--- src/rtl/xcvr_pkg.sv ---
// Shared definitions for the registered bus transceiver.
// Assumes: direction encoding is a single bit per half.
package xcvr_pkg;
    typedef enum logic {
        XFER_B_TO_A = 1'b0,
        XFER_A_TO_B = 1'b1
    } xfer_dir_e;
endpackage

--- src/rtl/xcvr_edge_capture.sv ---
// Capture register with strobe edge detection.
// Loads din at the first core-clock edge at which the strobe is seen high
// after it was seen low; holds otherwise.
// Assumes: strobe is synchronous to clk or already synchronised upstream.
module xcvr_edge_capture #(
    parameter int WIDTH = 8
) (
    input  logic             clk,
    input  logic             rst_n,
    input  logic             strobe,
    input  logic [WIDTH-1:0] din,
    output logic [WIDTH-1:0] q
);
    logic strobe_prev;
    logic rise;

    // Purpose: flag a low-to-high transition of the strobe.
    always_comb begin
        rise = strobe && !strobe_prev;
    end

    // Purpose: remember the last sampled strobe level.
    always_ff @(posedge clk) begin
        if (!rst_n) strobe_prev <= 1'b0;
        else        strobe_prev <= strobe;
    end

    // Purpose: load the register on a detected rising strobe.
    always_ff @(posedge clk) begin
        if (!rst_n)    q <= '0;
        else if (rise) q <= din;
    end

    // a rising strobe loads the line value seen at that edge
    p_load_on_rise_r4: assert property (@(posedge clk) disable iff (!rst_n)
        rise |=> q == $past(din));

    // without a rising strobe the register keeps its value
    p_hold_no_rise_r4: assert property (@(posedge clk) disable iff (!rst_n)
        !rise |=> $stable(q));
endmodule

--- src/rtl/xcvr_side_keeper.sv ---
// Line resolution and bus-hold keeper for one side of one half.
// The block's own driver wins when enabled. Otherwise each bit takes the
// outside driver when that is enabled, and the keeper level when nothing drives.
// The keeper samples every driven bit at each clock edge.
// Assumes: the block and the outside never drive the same bit together.
module xcvr_side_keeper #(
    parameter int WIDTH = 8
) (
    input  logic             clk,
    input  logic             rst_n,
    input  logic             blk_en,
    input  logic [WIDTH-1:0] blk_data,
    input  logic [WIDTH-1:0] ext_en,
    input  logic [WIDTH-1:0] ext_data,
    output logic [WIDTH-1:0] outside,
    output logic [WIDTH-1:0] line
);
    logic [WIDTH-1:0] keep;
    logic [WIDTH-1:0] driven;

    // Purpose: level seen from outside the block (outside driver or keeper).
    always_comb begin
        outside = (ext_en & ext_data) | (~ext_en & keep);
    end

    // Purpose: final resolved level including the block's own driver.
    always_comb begin
        line   = blk_en ? blk_data : outside;
        driven = ext_en | {WIDTH{blk_en}};
    end

    // Purpose: keeper follows each driven bit and holds undriven bits.
    always_ff @(posedge clk) begin
        if (!rst_n) keep <= '0;
        else        keep <= (driven & line) | (~driven & keep);
    end

    // undriven bits keep their previous level
    p_keep_hold_r8: assert property (@(posedge clk) disable iff (!rst_n)
        1'b1 |=> ((keep ^ $past(keep)) & ~$past(driven)) == '0);

    // driven bits are remembered by the keeper
    p_keep_track_r8: assert property (@(posedge clk) disable iff (!rst_n)
        1'b1 |=> ((keep ^ $past(line)) & $past(driven)) == '0);
endmodule

--- src/rtl/xcvr_half.sv ---
// One 8-bit transceiver half: two capture registers, two source selects,
// direction/enable gating and a keeper on each side.
// Assumes: only one side of the half is ever driven by the block.
module xcvr_half
    import xcvr_pkg::*;
#(
    parameter int WIDTH = 8
) (
    input  logic             clk,
    input  logic             rst_n,
    input  logic             dir_atob,
    input  logic             out_en,
    input  logic             sel_ab_reg,
    input  logic             sel_ba_reg,
    input  logic             cap_ab,
    input  logic             cap_ba,
    input  logic [WIDTH-1:0] a_ext_data,
    input  logic [WIDTH-1:0] a_ext_en,
    input  logic [WIDTH-1:0] b_ext_data,
    input  logic [WIDTH-1:0] b_ext_en,
    output logic [WIDTH-1:0] a_line,
    output logic [WIDTH-1:0] b_line,
    output logic             a_drv_en,
    output logic             b_drv_en
);
    xfer_dir_e        dir;
    logic [WIDTH-1:0] reg_ab;
    logic [WIDTH-1:0] reg_ba;
    logic [WIDTH-1:0] a_outside;
    logic [WIDTH-1:0] b_outside;
    logic [WIDTH-1:0] a_src;
    logic [WIDTH-1:0] b_src;

    // Purpose: decode direction and gate the drive enables.
    always_comb begin
        dir      = xfer_dir_e'(dir_atob);
        b_drv_en = out_en && (dir == XFER_A_TO_B);
        a_drv_en = out_en && (dir == XFER_B_TO_A);
    end

    // Purpose: pick live or stored data for each direction.
    always_comb begin
        b_src = sel_ab_reg ? reg_ab : a_outside;
        a_src = sel_ba_reg ? reg_ba : b_outside;
    end

    xcvr_edge_capture #(.WIDTH(WIDTH)) u_cap_ab (
        .clk    (clk),
        .rst_n  (rst_n),
        .strobe (cap_ab),
        .din    (a_line),
        .q      (reg_ab)
    );

    xcvr_edge_capture #(.WIDTH(WIDTH)) u_cap_ba (
        .clk    (clk),
        .rst_n  (rst_n),
        .strobe (cap_ba),
        .din    (b_line),
        .q      (reg_ba)
    );

    xcvr_side_keeper #(.WIDTH(WIDTH)) u_side_a (
        .clk      (clk),
        .rst_n    (rst_n),
        .blk_en   (a_drv_en),
        .blk_data (a_src),
        .ext_en   (a_ext_en),
        .ext_data (a_ext_data),
        .outside  (a_outside),
        .line     (a_line)
    );

    xcvr_side_keeper #(.WIDTH(WIDTH)) u_side_b (
        .clk      (clk),
        .rst_n    (rst_n),
        .blk_en   (b_drv_en),
        .blk_data (b_src),
        .ext_en   (b_ext_en),
        .ext_data (b_ext_data),
        .outside  (b_outside),
        .line     (b_line)
    );

    // never both sides of a half at once
    p_one_side_r2: assert property (@(posedge clk) disable iff (!rst_n)
        !(a_drv_en && b_drv_en));

    // transparent A-to-B path mirrors the A line on B
    p_transparent_ab_r5: assert property (@(posedge clk) disable iff (!rst_n)
        (out_en && dir_atob && !sel_ab_reg) |-> b_line == a_line);

    // stored B-to-A path shows the register on A
    p_stored_ba_r6: assert property (@(posedge clk) disable iff (!rst_n)
        (out_en && !dir_atob && sel_ba_reg) |-> a_line == reg_ba);

    // disabled half lets the outside value through on both sides
    p_disabled_r3: assert property (@(posedge clk) disable iff (!rst_n)
        !out_en |-> (a_line == a_outside) && (b_line == b_outside));
endmodule

--- src/rtl/bus_xcvr16.sv ---
// Top of the registered bidirectional bus transceiver: replicates one
// independent half per slice of the buses.
// Assumes: outside drivers are per bit; block drive is per half.
module bus_xcvr16 #(
    parameter int HALF_W    = 8,
    parameter int NUM_HALF  = 2,
    localparam int BUS_W    = HALF_W * NUM_HALF
) (
    input  logic                clk,
    input  logic                rst_n,
    input  logic [NUM_HALF-1:0] dir_atob,
    input  logic [NUM_HALF-1:0] out_en,
    input  logic [NUM_HALF-1:0] sel_ab_reg,
    input  logic [NUM_HALF-1:0] sel_ba_reg,
    input  logic [NUM_HALF-1:0] cap_ab,
    input  logic [NUM_HALF-1:0] cap_ba,
    input  logic [BUS_W-1:0]    a_ext_data,
    input  logic [BUS_W-1:0]    a_ext_en,
    input  logic [BUS_W-1:0]    b_ext_data,
    input  logic [BUS_W-1:0]    b_ext_en,
    output logic [BUS_W-1:0]    a_line,
    output logic [BUS_W-1:0]    b_line,
    output logic [NUM_HALF-1:0] a_drv_en,
    output logic [NUM_HALF-1:0] b_drv_en
);
    // Purpose: one independent transceiver per slice.
    for (genvar h = 0; h < NUM_HALF; h++) begin : g_half
        xcvr_half #(.WIDTH(HALF_W)) u_half (
            .clk        (clk),
            .rst_n      (rst_n),
            .dir_atob   (dir_atob[h]),
            .out_en     (out_en[h]),
            .sel_ab_reg (sel_ab_reg[h]),
            .sel_ba_reg (sel_ba_reg[h]),
            .cap_ab     (cap_ab[h]),
            .cap_ba     (cap_ba[h]),
            .a_ext_data (a_ext_data[h*HALF_W +: HALF_W]),
            .a_ext_en   (a_ext_en[h*HALF_W +: HALF_W]),
            .b_ext_data (b_ext_data[h*HALF_W +: HALF_W]),
            .b_ext_en   (b_ext_en[h*HALF_W +: HALF_W]),
            .a_line     (a_line[h*HALF_W +: HALF_W]),
            .b_line     (b_line[h*HALF_W +: HALF_W]),
            .a_drv_en   (a_drv_en[h]),
            .b_drv_en   (b_drv_en[h])
        );
    end
endmodule

--- config.mk ---
export PLATFORM = sky130hd
export DESIGN_NAME = bus_xcvr16
export DESIGN_NICKNAME = d
export VERILOG_FILES = /design/src/rtl/xcvr_pkg.sv /design/src/rtl/xcvr_edge_capture.sv /design/src/rtl/xcvr_side_keeper.sv /design/src/rtl/xcvr_half.sv /design/src/rtl/bus_xcvr16.sv
export SDC_FILE = /design/constraint.sdc
export NUM_CORES = 1
export LEC_CHECK = 0
export ABC_CLOCK_PERIOD_IN_PS = 3450
export CORE_ASPECT_RATIO = 1.5
export CORE_MARGIN = 8
export CORE_UTILIZATION = 49
export DETAILED_ROUTE_END_ITERATION = 8
export PLACE_DENSITY_LB_ADDON = 0.12
export REMOVE_ABC_BUFFERS = 1
export SLEW_MARGIN = 5
export SYNTH_ARGS = -nofsm -noshare
export SYNTH_HDL_FRONTEND = slang
export SYNTH_SLANG_ARGS = --single-unit
--- constraint.sdc ---
create_clock -name clk -period 3.45 [get_ports clk]
set_input_delay 0.345 -clock clk [delete_from_list [all_inputs] [get_ports clk]]
set_output_delay 0.345 -clock clk [all_outputs]
set_load 0.05 [all_outputs]
==> results.yml <==
outcome:
  status: "complete, no violations"
routing:
  wl_met3_um: 643
  drtPass1Iterations: 6
  m1WireLength_mm: 3.724
  highest-signal-layer: "met4"
  viasPerCell: 5.665
  drtIter0Drc: 199
  wl_per_cell_um: 16.72
  wl_met2_mm: 4.949
  finalWirelength_mm: 9.478
  drcViolationCount: 0
  ant_nets: 0
  routed-via-count: 3212
clocking:
  cts_max_level: 3
  post_cts_resized: 0
  cts_root_buffer: "clkbuf_8"
  cts-buffers-inserted: 9
  clkTransAtPathRegs_ns: 0.07
  clock-sinks: 68
  cts_setup_buffers: 0
  clock_latency_ns: 0.35
  cts-hold-fix-buffers: 0
  clock_path_buffers: 2
  tritoncts: "built"
sta:
  finalHoldViolCount: 0
  layout_min_cycle_time_ns: 2.895
  drv_slew: 0
  fin_skew_ns: 0.007562
  tightest_slew_ns: 1.086
  fin_tns_setup_ns: 0
  fmax_ghz: 0.3454
  period_share: 0.8391
  slew_headroom: 0.2742
  setup_viol: 0
  rsz0062_at_grt: "false"
setup_path:
  r2r-end: "g_half[1].u_half.u_cap_ab.q[0]"
  r2r-start: "g_half[1].u_half.u_cap_ab.strobe_prev"
  worst_ep_arrival_time_ns: 2.55
  reg2regPathDepth: 3
  worstPathRequired_ns: 3.11
  cp_cell_sequence: "clkdlybuf4s50_1, nand2b_1, inv_4, or2_2, nand2_1, clkdlybuf4s50_1"
  endpoint_kind: "primary output"
  cp_slowest_cell: "clkdlybuf4s50_1"
  r2r_slack_ns: 1.89
  critPathKind: "input pin to primary output"
  cpMostUsedCell: "clkdlybuf4s50_1"
  slowest_delay_ns: 0.80
  critical_path.max_fanout: 10
  critPathLaunchType: "input pin"
die:
  coreArea_mm2: 0.006713
  dieArea_mm2: 0.009752
  std_cell_rows: 37
  io_pins: 114
  die_w_um: 83.34
  dieHeight_um: 117.0
  initial_core_util: 0.4966
grt:
  grt_pass1_vias: 3280
  antenna_found_initial: 0
  track_usage: 0.1914
  grt_start_max_net_pins: 43
  grt_pass1_wl_mm: 15.41
  grt_overflow: 0
synth:
  yosys_warnings: 0
  synthesis.area_mm2: 0.003333
  synth-edff-count: 0
  syn_inst: 379
  synth_seq_cells: 68
  synthArstFlopShare: 0
  avgSynthCellArea_um2: 8.795
  yosys_most_used_dff: "dfxtp_1"
  yosys.cell_types.count: 37
  synth-seq-area-share: 0.4084
min_path:
  min-delay-start: "rst_n"
  hold_path_class: "input pin to register"
  hold-path-cell-count: 3
  holdPathEnd: "g_half[1].u_half.u_cap_ab.q[6]"
placed_design:
  place_inst: 551
  placement.io_buffers: 113
  place_hpwl_mm: 7.087
  placed_area_mm2: 0.004469
  gp_congestion: 0.8080
cells_and_area:
  layout_commonest_cell: "clkdlybuf4s50_1"
  antenna_cells: 0
  fin_nets: 562
  drive_gt1_frac: 0.1043
  syn2layout_area_growth_pct: 39.53
  final_cell_mix: "clkdlybuf4s50_1, dfxtp_1, nand2_1, mux2_2, nand3_1"
  design_area_mm2: 0.004651
  final-instance-count-excl-fill: 567
pwr:
  ir_worst_vdd_v: 0.0003263
  power.total_mw: 2.072
  powerDensity_mw_per_mm2: 445.5
  p_leak_nw: 1.877
flow_run:
  max-cap-violations: 0
-- per-layer routing --
metal / vias to the layer above / GRT usage
met2: 115 / 0.3481
met1: 1496 / 0.1989
met5: - / 0
met4: 0 / 0.08000
li1: 1583 / -
met3: 18 / 0.06094
-- worst max-delay path by stage --
stage                startpoint   endpoint  slack [ns]  cells past startpoint
floorplan           dir_atob[0]  a_line[7]        1.12                      4
global placement      out_en[0]  b_line[5]        0.58                      4
detailed placement  dir_atob[0]  a_line[5]        0.56                      6
CTS                 dir_atob[0]  a_line[5]        0.56                      6
global route        dir_atob[0]  a_line[5]        0.46                      6
finish              dir_atob[0]  a_line[5]        0.55                      6
-- area by class of cell --
type                       count  area, µm²
clock buffer                  15      176.4
timing repair buffer         118       1161
inverter                      12      47.55
sequential                    68       1361
clock inverter                 1      5.005
tap                           78      97.59
multi-input combinational    275       1802
fill                         550       2062
-- cells in the mapped netlist (9+ instances only) --
master | instances | share of area
clkbuf_1 | 10 | 0.011
and2_1 | 9 | 0.017
nand2b_1 | 24 | 0.045
dfxtp_1 | 68 | 0.41
nor2_1 | 9 | 0.010
nand3_1 | 25 | 0.038
mux2_2 | 26 | 0.088
a31oi_1 | 16 | 0.030
inv_1 | 9 | 0.010
a21boi_0 | 20 | 0.045
o211ai_1 | 22 | 0.050
nand2_1 | 50 | 0.056
o21ai_0 | 16 | 0.024
-- metrics by stage --
stage	setup WS (ns)	util	hold WS [ns]
CTS	0.5554	0.6928	0.4421
floorplan	1.120	-	0.4278
global placement	0.5821	0.6658	0.4379
finish	0.5549	0.6928	0.4597
detailed placement	0.5612	0.6658	0.4513
global route	0.4637	0.6928	0.4745
-- cell families (layout without fill, tap and decap cells) --
| logic type | Yosys count | count (layout) | share of synthesized area |
|---|---|---|---|
| buffers and inverters | 36 | 146 | 0.05105 |
| and+or+nand+nor | 139 | 139 | 0.2106 |
| DFF | 68 | 68 | 0.4084 |
| AOI/OAI and AO/OA | 104 | 104 | 0.2241 |
| muxes | 32 | 32 | 0.1059 |
-- critical path, delay by kind of cell --
kind,cells,cell delay [ns]
simple gates,3,0.74
buf+inv,3,1.46
-- report_power, final --
| part | total, mW | switching [mW] | internal, mW |
|---|---|---|---|
| clock network | 0.619 | 0.299 | 0.320 |
| logic | 0.590 | 0.343 | 0.248 |
| registers | 0.863 | 0.0196 | 0.843 |
Note: power is estimated with default switching activity, not from simulation.
